===== config.mk =====
export PLATFORM = sky130hd
export DESIGN_NAME = nand_ecc_acc
export DESIGN_NICKNAME = d
export VERILOG_FILES = /design/src/rtl/nand_ecc_acc.sv
export SDC_FILE = /design/constraint.sdc
export NUM_CORES = 1
export LEC_CHECK = 0
export BUFFER_PORTS_ARGS = -buffer_cell sky130_fd_sc_hd__buf_2
export CAP_MARGIN = 20
export CORE_MARGIN = 2
export CORE_UTILIZATION = 55
export CTS_CLUSTER_DIAMETER = 30
export DETAILED_ROUTE_END_ITERATION = 6
export HOLD_SLACK_MARGIN = 0.12
export PLACE_DENSITY_LB_ADDON = 0.05
export SYNTH_ARGS = -nofsm -noshare
export SYNTH_HDL_FRONTEND = slang
export SYNTH_SLANG_ARGS = --single-unit
export TNS_END_PERCENT = 100

===== constraint.sdc =====
create_clock -name clk -period 1.8 [get_ports clk]
set_input_delay 0.18 -clock clk [delete_from_list [all_inputs] [get_ports clk]]
set_output_delay 0.18 -clock clk [all_outputs]
set_load 0.05 [all_outputs]

===== src/rtl/nand_ecc_acc.sv =====
module nand_ecc_acc #(
  parameter int GRANULES = 2
) (
  input  logic       clk,
  input  logic       rst_n,
  input  logic [1:0] mode,
  input  logic       byte_valid,
  input  logic [7:0] byte_data,
  input  logic       rd_strobe,
  output logic [7:0] code_out
);
  localparam int GW = $clog2(GRANULES + 1);
  localparam logic [1:0] M_OFF = 2'b00, M_ACC = 2'b01, M_RD = 2'b10, M_CLR = 2'b11;

  logic [15:0]   lp  [GRANULES];
  logic [7:0]    col [GRANULES];
  logic [7:0]    addr;
  logic [GW-1:0] gidx;
  logic [1:0]    rbyte;
  logic [GW-1:0] rgran;
  logic [15:0]   lp_upd;
  logic [15:0]   sel_lp;
  logic [7:0]    sel_col;
  logic [5:0]    cp;

  wire clr = !rst_n || mode == M_CLR;
  wire acc = mode == M_ACC && byte_valid && gidx < GW'(GRANULES);
  wire par = ^byte_data;

  always_comb
    for (int k = 0; k < 8; k++) begin
      lp_upd[2*k]   = par & ~addr[k];
      lp_upd[2*k+1] = par &  addr[k];
    end

  always_ff @(posedge clk)
    if (clr) begin
      addr <= '0;
      gidx <= '0;
    end else if (acc) begin
      addr <= addr + 8'd1;
      if (addr == 8'hFF) gidx <= gidx + GW'(1);
    end

  for (genvar g = 0; g < GRANULES; g++) begin : g_gran
    always_ff @(posedge clk)
      if (clr) begin
        lp[g]  <= '0;
        col[g] <= '0;
      end else if (acc && gidx == GW'(g)) begin
        lp[g]  <= lp[g] ^ lp_upd;
        col[g] <= col[g] ^ byte_data;
      end
  end

  always_ff @(posedge clk)
    if (!rst_n || mode != M_RD) begin
      rbyte <= '0;
      rgran <= '0;
    end else if (rd_strobe) begin
      if (rbyte == 2'd2) begin
        rbyte <= '0;
        rgran <= (rgran == GW'(GRANULES - 1)) ? '0 : rgran + GW'(1);
      end else
        rbyte <= rbyte + 2'd1;
    end

  always_comb begin
    sel_lp  = '0;
    sel_col = '0;
    for (int g = 0; g < GRANULES; g++)
      if (rgran == GW'(g)) begin
        sel_lp  = lp[g];
        sel_col = col[g];
      end
  end

  assign cp = {^sel_col[7:4], ^sel_col[3:0],
               ^{sel_col[7:6], sel_col[3:2]}, ^{sel_col[5:4], sel_col[1:0]},
               ^{sel_col[7], sel_col[5], sel_col[3], sel_col[1]},
               ^{sel_col[6], sel_col[4], sel_col[2], sel_col[0]}};

  always_comb
    if (mode != M_RD) code_out = 8'h00;
    else case (rbyte)
      2'd0:    code_out = ~sel_lp[15:8];
      2'd1:    code_out = ~sel_lp[7:0];
      default: code_out = {~cp, 2'b11};
    endcase

  a_r1_clear_counters: assert property (@(posedge clk) disable iff (!rst_n)
    mode == M_CLR |=> addr == 8'd0 && gidx == '0);
  a_r2_off_holds: assert property (@(posedge clk) disable iff (!rst_n)
    mode == M_OFF |=> $stable(addr) && $stable(gidx));
  a_r5_tail_ones: assert property (@(posedge clk) disable iff (!rst_n)
    mode == M_RD && rbyte == 2'd2 |-> code_out[1:0] == 2'b11);
  a_r6_granule_step: assert property (@(posedge clk) disable iff (!rst_n)
    acc && addr == 8'hFF |=> gidx == $past(gidx) + GW'(1));
  a_r7_index_bound: assert property (@(posedge clk) disable iff (!rst_n)
    gidx <= GW'(GRANULES));
  a_r8_read_wrap: assert property (@(posedge clk) disable iff (!rst_n)
    mode == M_RD && rd_strobe && rbyte == 2'd2 && rgran == GW'(GRANULES - 1)
    |=> rbyte == 2'd0 && rgran == '0);
endmodule


==> results of run 1 <==
==> cell usage in the layout, fill, tap and decap left out, types with 12 or more instances in the layout <==
cell type | netlist | layout
a21oi_1 | 39 | 36
dfxtp_1 | 14 | 12
mux2i_1 | 16 | 15
or3_1 | 29 | 28
edfxtp_1 | 48 | 48
buf_6 | 0 | 13
buf_2 | 2 | 13
o21ai_0 | 33 | 32
inv_1 | 12 | 12
nor2_1 | 39 | 36
xnor2_1 | 39 | 36
buf_4 | 0 | 55
==> cell families after synthesis <==
logic type	after synthesis
xor+xnor	54
compound gates	91
buf+inv	32
fa+ha+maj	3
mux	17
simple gates	93
flops	62
==> final timing paths <==
path	to	slack [ns]
setup / recovery	code_out[4]	-0.31
hold / removal	rbyte[1]$_SDFFE_PP0P_	0.13
setup reg to reg	gidx[0]$_SDFFE_PP0P_	0.22
hold reg to reg	gidx[1]$_SDFFE_PP0P_	0.50
==> timing repair <==
action                     4_1_cts  5_1_grt
cloned                           0        1
setup buffers                   10        9
setup endpoints to repair        8       28
gates resized for setup         29        9
pin swaps                       15       15
==> registers in the layout (all words and copies together) (netlist names) <==
| name | cells |
|---|---|
| rbyte | 2 |
| col | 16 |
| lp | 32 |
| rgran | 2 |
| addr | 8 |
| gidx | 2 |
==> power breakdown <==
group | internal [uW] | total, uW | switching [uW]
clock | 709 | 1280 | 572
combinational | 429 | 941 | 511
sequential | 1620 | 1680 | 62.3
total | 2760 | 3910 | 1150
==> metal layers <==
metal / track usage / vias to the layer above / part of all wire
met5: 0 / - / 0
met4: 0.09677 / 0 / 0.016
met3: 0.04550 / 14 / 0.070
met2: 0.3716 / 113 / 0.46
met1: 0.3765 / 1399 / 0.46
li1: - / 1416 / -
==> tightest hold or removal path, delay by kind of cell <==
kind / cells / cell delay, ns
buffers and inverters: 1 / 0.12
and+or+nand+nor: 1 / 0.07
AOI/OAI and AO/OA: 1 / 0.06
==> final cells by class <==
type	count	area, um2
clock buffers	12	155.1
inverters	12	45.04
clock inverters	4	45.04
multi-input cells	259	1869
flip-flops and latches	62	1724
well taps	77	96.34
repair buffers	85	686.9
fillers	458	1655
==> per-stage QoR <==
| step | cells | util |
|---|---|---|
| 6_report | 511 | 0.7363 |
| 2_1_floorplan | 352 | - |
| 3_3_place_gp | 475 | 0.6538 |
| 5_1_grt | 511 | 0.7363 |
| 4_1_cts | 501 | 0.7148 |
| 3_5_place_dp | 475 | 0.6538 |
==> flow_summary.ini, run 1 <==
[clocking]
root_buffer = clkbuf_8
cts_max_level = 3
cts_tree = built
cts_buffer_depth = 2
clock-sinks = 62
cts_buffers = 9
cts.clk_slew.worst_paths_ns = 0.07
hold_buffers = 0
insertion_delay_ns = 0.35

[synth]
synth_top_family_by_area = compound AO/OA/AOI/OAI gates
syn_inst = 352
yosysTopAreaCell = edfxtp_1
ys_ff_latch = 62
syn_avg_cell_area_um2 = 9.995
synth_nets = 369
synth_common_cells = edfxtp_1, a21oi_1, nor2_1, xnor2_1, o21ai_0
netlist-cell-type-count = 30
ys_warn_count = 0
ys.flop_type = edfxtp_1
synth_area_um2 = 3518
synthSimpleGateAreaFrac = 0.1348
synthAdderAreaFrac = 0.01067
synth_most_common_cell = edfxtp_1
netlist_top_cells_area = edfxtp_1, xnor2_1, dfxtp_1, a21oi_1, or3_1
synth_edf_count = 48
ys_seq_area_frac = 0.4893
synth_mux_area_frac = 0.05192
async_flop_share = 0
synth_compound_area_frac = 0.1408
netlist.area_leader.share = 0.4097
yosys.area_share.xor_xnor = 0.1366

[timing]
worstMarginPinSlew_ns = 0.5982
period_needed_ns = 2.113
max_freq_ghz = 0.4733
rsz0062_at_grt = yes
fin_setup_tns_ns = -1.613
maxSlewHeadroom = 0.5992
skew_ns = 0.003558
fin_crit_sh = 1.174
slew_violations = 0
layout_setup_ws_ns = -0.3128
hold_viol = 0
whs_ns = 0.1309
setup_viol = 7

[drt]
routed_via_density = 5.757
wl_per_cell_um = 17.63
antenna_left = 0
detail_route.first_pass.iterations = 5
via_count = 2942
totalWireLength_um = 9007
first_iter_violations = 249
drcViolationCount = 0

[setup_path]
critical_path_depth = 6
path_cells = xnor2_1 > a211oi_2 > buf_4 > xor2_2 > a211oi_4 > buf_6
cp_max_fo = 3
cp.required_ns = 1.62
slowest_stage = edfxtp_1
worstSetupStartpoint = col[1][5]$_SDFFCE_PN0P_
r2r_start = gidx[1]$_SDFFE_PP0P_
endpoint_kind = output port
crit_arrival_ns = 1.93
path_delay_family = compound AO/OA/AOI/OAI gates
start_kind = register
crit_buf_inv = 2
r2r_cells = 6
path_class = register to output port
slowest_delay_ns = 0.46

[global_route]
grt_pass1_vias = 2795
track_usage = 0.2541
grt_start_max_net_pins = 30
grt.overflow.total = 0
antenna_found_initial = 0
grt_pass1_wl_um = 13920

[floorplanning]
start_util = 0.5605
io_pins = 22
dieHeight_um = 83.98
core-area_um2 = 6277
die-area_um2 = 7053
die_w_um = 83.98
fp-row-count = 29

[min_path]
hp-start = rd_strobe
hold_depth = 3
hp-class = primary input to register

[placement]
gp_congestion = 0.7607
io_buffers = 21
place_ws_ns = -0.3179
place_area_um2 = 4104
dp_hpwl_um = 5845

[cells_and_area]
syn_to_final_growth_pct = 31.37
final_layout_size_suffix_gt1_frac = 0.3065
finalInstanceArea_um2 = 4622
n_antenna_cell = 0
nNetsFinal = 446

[job]
drv_cap = 0

[pwr]
p_leak_uw = 0.001680
p_total_uw = 3905
p_per_area_nw_per_um2 = 844.9
max-vdd-ir-drop_mv = 0.5496

[status]
status = finished with violations
violations = negative setup slack
(Power assumes the default switching activity.)
==> inputs of run 2 (changes only) <==
==> constraint.sdc (replaced) <==
create_clock -name clk -period 1.8 [get_ports clk]
set_input_delay 0.36 -clock clk [delete_from_list [all_inputs] [get_ports clk]]
set_output_delay 0.36 -clock clk [all_outputs]
set_load 0.05 [all_outputs]
==> flow_summary.ini, run 2 (same netlist as run 1, synthesis figures left out) <==
[status]
status = finished with violations
violations = negative setup slack

[setup_path]
slowest_stage = edfxtp_1
endpoint_kind = output port
slowest_delay_ns = 0.44
crit_arrival_ns = 1.90
crit_top_cell = xor2_1
path_class = register to output port
start_kind = register
path_cells = xor2_1 > nor2_1 > a211oi_2 > xor2_1 > a211oi_4 > buf_6
cp_max_fo = 3
cp.required_ns = 1.44
r2r_cells = 6
crit_buf_inv = 1
path_delay_family = compound AO/OA/AOI/OAI gates
critical_path_depth = 6

[drt]
drcViolationCount = 0
antenna_left = 0
routed_via_density = 5.657
detail_route.first_pass.iterations = 4
via_count = 2823
totalWireLength_um = 8311
wl_per_cell_um = 16.66
first_iter_violations = 240

[cells_and_area]
nFillCells = 466
final_cell_mix = edfxtp_1, buf_4, nor2_1
syn_to_final_growth_pct = 29.94
n_antenna_cell = 0
largest_reg_flops = 32
largest-register = lp
regArea_um2 = 1732
final_cells = 499
nNetsFinal = 435
multiInputGateArea_um2 = 1871
final_common_cell = edfxtp_1
largest_registers = lp x32, col x16, addr x8
final_layout_size_suffix_gt1_frac = 0.2844

[pwr]
p_per_area_nw_per_um2 = 778.3
max-vdd-ir-drop_mv = 0.5728
p_leak_uw = 0.001636
p_total_uw = 3558

[floorplanning]
core-area_um2 = 6277
dieHeight_um = 83.98
io_pins = 22
die_w_um = 83.98
fp-row-count = 29
start_util = 0.5605
die-area_um2 = 7053

[timing]
whs_ns = 0.3431
skew_ns = 0.007858
layout_setup_ws_ns = -0.4569
setup_viol = 8
max_freq_ghz = 0.4431
rsz0062_at_grt = yes
period_needed_ns = 2.257
maxSlewHeadroom = 0.7727
slew_violations = 0
worstMarginPinSlew_ns = 0.3409
fin_crit_sh = 1.254
hold_viol = 0

[clocking]
root_buffer = clkbuf_8
cts.clk_slew.worst_paths_ns = 0.07
cts_buffer_depth = 2
insertion_delay_ns = 0.34
cts_max_level = 3
cts_buffers = 9
cts_tree = built
clock-sinks = 62

[global_route]
grt_pass1_wl_um = 13680
antenna_found_initial = 0
track_usage = 0.2504
grt_start_max_net_pins = 65
grt_pass1_vias = 2717
grt.overflow.total = 0

[placement]
dp_cells = 478
place_ws_ns = -0.3298
io_buffers = 21
dp_hpwl_um = 5707
gp_congestion = 0.7696

[job]
drv_cap = 0

[min_path]
hp-class = primary input to register
hold_depth = 3
[run 2: cell count changes in the layout (fill, tap and decap cells not counted), sizes merged]
cell,before,now
buf,84,75
bufinv,1,0
clkbuf,13,12
xnor2,41,40
[run 2: worst reg2reg max path: cells and delay by family (launching register included)]
kind | cells | cell delay (ns)
xor+xnor | 1 | 0.13
flops | 1 | 0.32
buf+inv | 1 | 0.21
simple gates | 4 | 0.82
[run 2: cell type report]
type,instances,share of cell area
multi-input combinational,258,0.4091
sequential,62,0.3788
timing repair buffer,75,0.1489
clock buffer,12,0.02956
tap,77,0.02107
inverter,12,0.009852
clock inverter,3,0.002737
[run 2: through the flow]
| step | util | setup TNS [ns] | cell area (um2) |
|---|---|---|---|
| after floorplan | - | -0.4943 | 3636 |
| after global placement | 0.6717 | -6.067 | 4217 |
| after detailed placement | 0.6717 | -7.371 | 4217 |
| after CTS | 0.7140 | -2.958 | 4482 |
| after global routing | 0.7283 | -3.516 | 4572 |
| final | 0.7283 | -2.908 | 4572 |
[run 2: metal layers]
layer / GRT usage / part of all wire / up-vias / routed length (um)
li1: - / - / 1400 / -
met1: 0.3721 / 0.49 / 1352 / 4043
met4: 0.09971 / 0.018 / 0 / 150
met3: 0.03363 / 0.039 / 13 / 327
met2: 0.3724 / 0.46 / 58 / 3790
met5: 0 / 0 / - / 0
[run 2: power by group]
| group | internal [uW] | switching (uW) | total [uW] |
|---|---|---|---|
| Sequential | 1620 | 60.6 | 1680 |
| Clock | 482 | 535 | 1020 |
| Combinational | 391 | 470 | 862 |
| Total | 2490 | 1070 | 3560 |
[run 2: worst paths after layout]
path | slack (ns) | from | end
hold / removal | 0.34 | rd_strobe | rbyte[1]$_SDFFE_PP0P_
setup reg to reg | 0.22 | gidx[1]$_SDFFE_PP0P_ | gidx[0]$_SDFFE_PP0P_
hold reg to reg | 0.51 | gidx[1]$_SDFFE_PP0P_ | gidx[1]$_SDFFE_PP0P_
setup / recovery | -0.46 | col[0][6]$_SDFFCE_PN0P_ | code_out[7]
[run 2: timing repair]
action,in CTS,in global routing
pin swaps,10,8
resized for setup,29,11
endpoints found under the setup margin,8,11
setup buffers,2,4
hold buffers,0,0
==> inputs of run 3 (changes only) <==
--- a/config.mk
+++ b/config.mk
@@ -13,6 +13,7 @@
 export DETAILED_ROUTE_END_ITERATION = 6
 export HOLD_SLACK_MARGIN = 0.12
 export PLACE_DENSITY_LB_ADDON = 0.05
+export RECOVER_POWER = 25
 export SYNTH_ARGS = -nofsm -noshare
 export SYNTH_HDL_FRONTEND = slang
 export SYNTH_SLANG_ARGS = --single-unit
==> constraint.sdc (replaced) <==
create_clock -name clk -period 1.9 [get_ports clk]
set_input_delay 0.38 -clock clk [delete_from_list [all_inputs] [get_ports clk]]
set_output_delay 0.38 -clock clk [all_outputs]
set_load 0.05 [all_outputs]
==> flow_summary.ini, run 3 (same netlist as run 1, synthesis figures left out) <==
[placement]
gp_congestion = 0.7653
io_buffers = 21
place_ws_ns = -0.2195
place_area_um2 = 4168
dp_cells = 475
dp_hpwl_um = 5659

[setup_path]
slowest_stage = edfxtp_1
crit_buf_inv = 2
r2r_start = gidx[1]$_SDFFE_PP0P_
path_delay_family = flip-flops
cp_max_fo = 3
path_cells = xor2_1 > nor2_1 > a211oi_2 > buf_4 > xor2_2 > a211oi_4 > buf_6
endpoint_kind = output port
start_kind = register
slowest_delay_ns = 0.44
path_class = register to output port
worstSetupStartpoint = col[0][6]$_SDFFCE_PN0P_
cp.required_ns = 1.52
crit_arrival_ns = 1.88

[floorplanning]
die-area_um2 = 7053
dieHeight_um = 83.98
die_w_um = 83.98
fp-row-count = 29
io_pins = 22
start_util = 0.5605
core-area_um2 = 6277

[global_route]
grt_pass1_wl_um = 14300
grt.overflow.total = 0
grt_start_max_net_pins = 49
grt_pass1_vias = 2867
track_usage = 0.2610
antenna_found_initial = 0

[pwr]
p_per_area_nw_per_um2 = 791.2
max-vdd-ir-drop_mv = 0.5070
p_leak_uw = 0.001669
p_total_uw = 3661

[min_path]
hp-start = rd_strobe
hp-class = primary input to register

[status]
violations = negative setup slack
status = finished with violations

[clocking]
cts_buffers = 9
root_buffer = clkbuf_8
cts_buffer_depth = 2
clock-sinks = 62
insertion_delay_ns = 0.34
hold_buffers = 0
cts_max_level = 3
cts.clk_slew.worst_paths_ns = 0.07
cts_tree = built

[timing]
hold_viol = 0
skew_ns = 0.006818
maxSlewHeadroom = 0.7218
period_needed_ns = 2.261
fin_crit_sh = 1.190
layout_setup_ws_ns = -0.3614
max_freq_ghz = 0.4422
fin_setup_tns_ns = -2.294
slew_violations = 0
rsz0062_at_grt = yes
setup_viol = 8
worstMarginPinSlew_ns = 0.4143

[cells_and_area]
largest-register = lp
largest_registers = lp x32, col x16, addr x8
final_common_cell = edfxtp_1
final_cell_mix = edfxtp_1, buf_4, xnor2_1, nor2_1, a21oi_1
largest_reg_flops = 32
n_antenna_cell = 0
final_cells = 506
syn_to_final_growth_pct = 31.51
final_layout_size_suffix_gt1_frac = 0.2960
finalInstanceArea_um2 = 4627
nNetsFinal = 441
nFillCells = 456

[drt]
totalWireLength_um = 8768
first_iter_violations = 188
drcViolationCount = 0
routed_via_density = 5.743
wl_per_cell_um = 17.33
detail_route.first_pass.iterations = 4
antenna_left = 0
via_count = 2906

[job]
drv_cap = 0
==> run 3: cell count changes in the layout (fill, tap and decap cells not counted), moves of 2 or more <==
| cell | previous run | this run |
|---|---|---|
| o22ai_2 | 0 | 2 |
| clkbuf_4 | 0 | 2 |
| o22ai_4 | 2 | 0 |
| buf_6 | 10 | 12 |
| buf_4 | 43 | 47 |
| bufinv_16 | 0 | 2 |
| buf_12 | 9 | 6 |
==> run 3: worst paths after layout <==
kind	end	slack, ns	depth (start not counted)
worst max-delay path	code_out[5]	-0.36	7
worst min-delay path	rbyte[1]$_SDFFE_PP0P_	0.38	3
worst max register to register	gidx[0]$_SDFFE_PP0P_	0.06	6
worst min register to register	gidx[1]$_SDFFE_PP0P_	0.52	2
==> run 3: routing by layer <==
| metal | track usage | part of all wire |
|---|---|---|
| met3 | 0.03561 | 0.045 |
| met5 | 0 | 0 |
| met1 | 0.3636 | 0.44 |
| met2 | 0.4284 | 0.50 |
| met4 | 0.07478 | 0.014 |
==> run 3: tightest hold or removal path: stages <==
cell	delay (ns)
buf_2	0.13
nand3b_1	0.08
a21oi_1	0.06
==> run 3: metrics by stage <==
stage	utilization	hold slack [ns]
global route	0.7371	0.4018
floorplan	-	0.4587
global placement	0.6639	0.4916
CTS	0.7281	0.3557
finish	0.7371	0.3791
detailed placement	0.6639	0.5002
==> run 3: report_power, final <==
group / switching, uW / total (uW) / internal [uW]
combinational: 453 / 834 / 381
sequential: 58.7 / 1590 / 1530
clock: 510 / 1230 / 724
==> run 3: timing repair <==
| item | in CTS | in global routing |
|---|---|---|
| setup buffers | 11 | 5 |
| setup endpoints to repair | 8 | 10 |
| gates resized for setup | 31 | 10 |
| pin swaps | 20 | 9 |
==> run 3: area by class of cell <==
cell class | count | area, um2 | share of cell area
Clock inverter | 6 | 76.32 | 0.01650
Multi-Input combinational cell | 258 | 1862 | 0.4024
Inverter | 12 | 45.04 | 0.009735
Sequential cell | 62 | 1728 | 0.3734
Clock buffer | 10 | 127.6 | 0.02758
Timing Repair Buffer | 81 | 691.9 | 0.1495
Tap cell | 77 | 96.34 | 0.02082
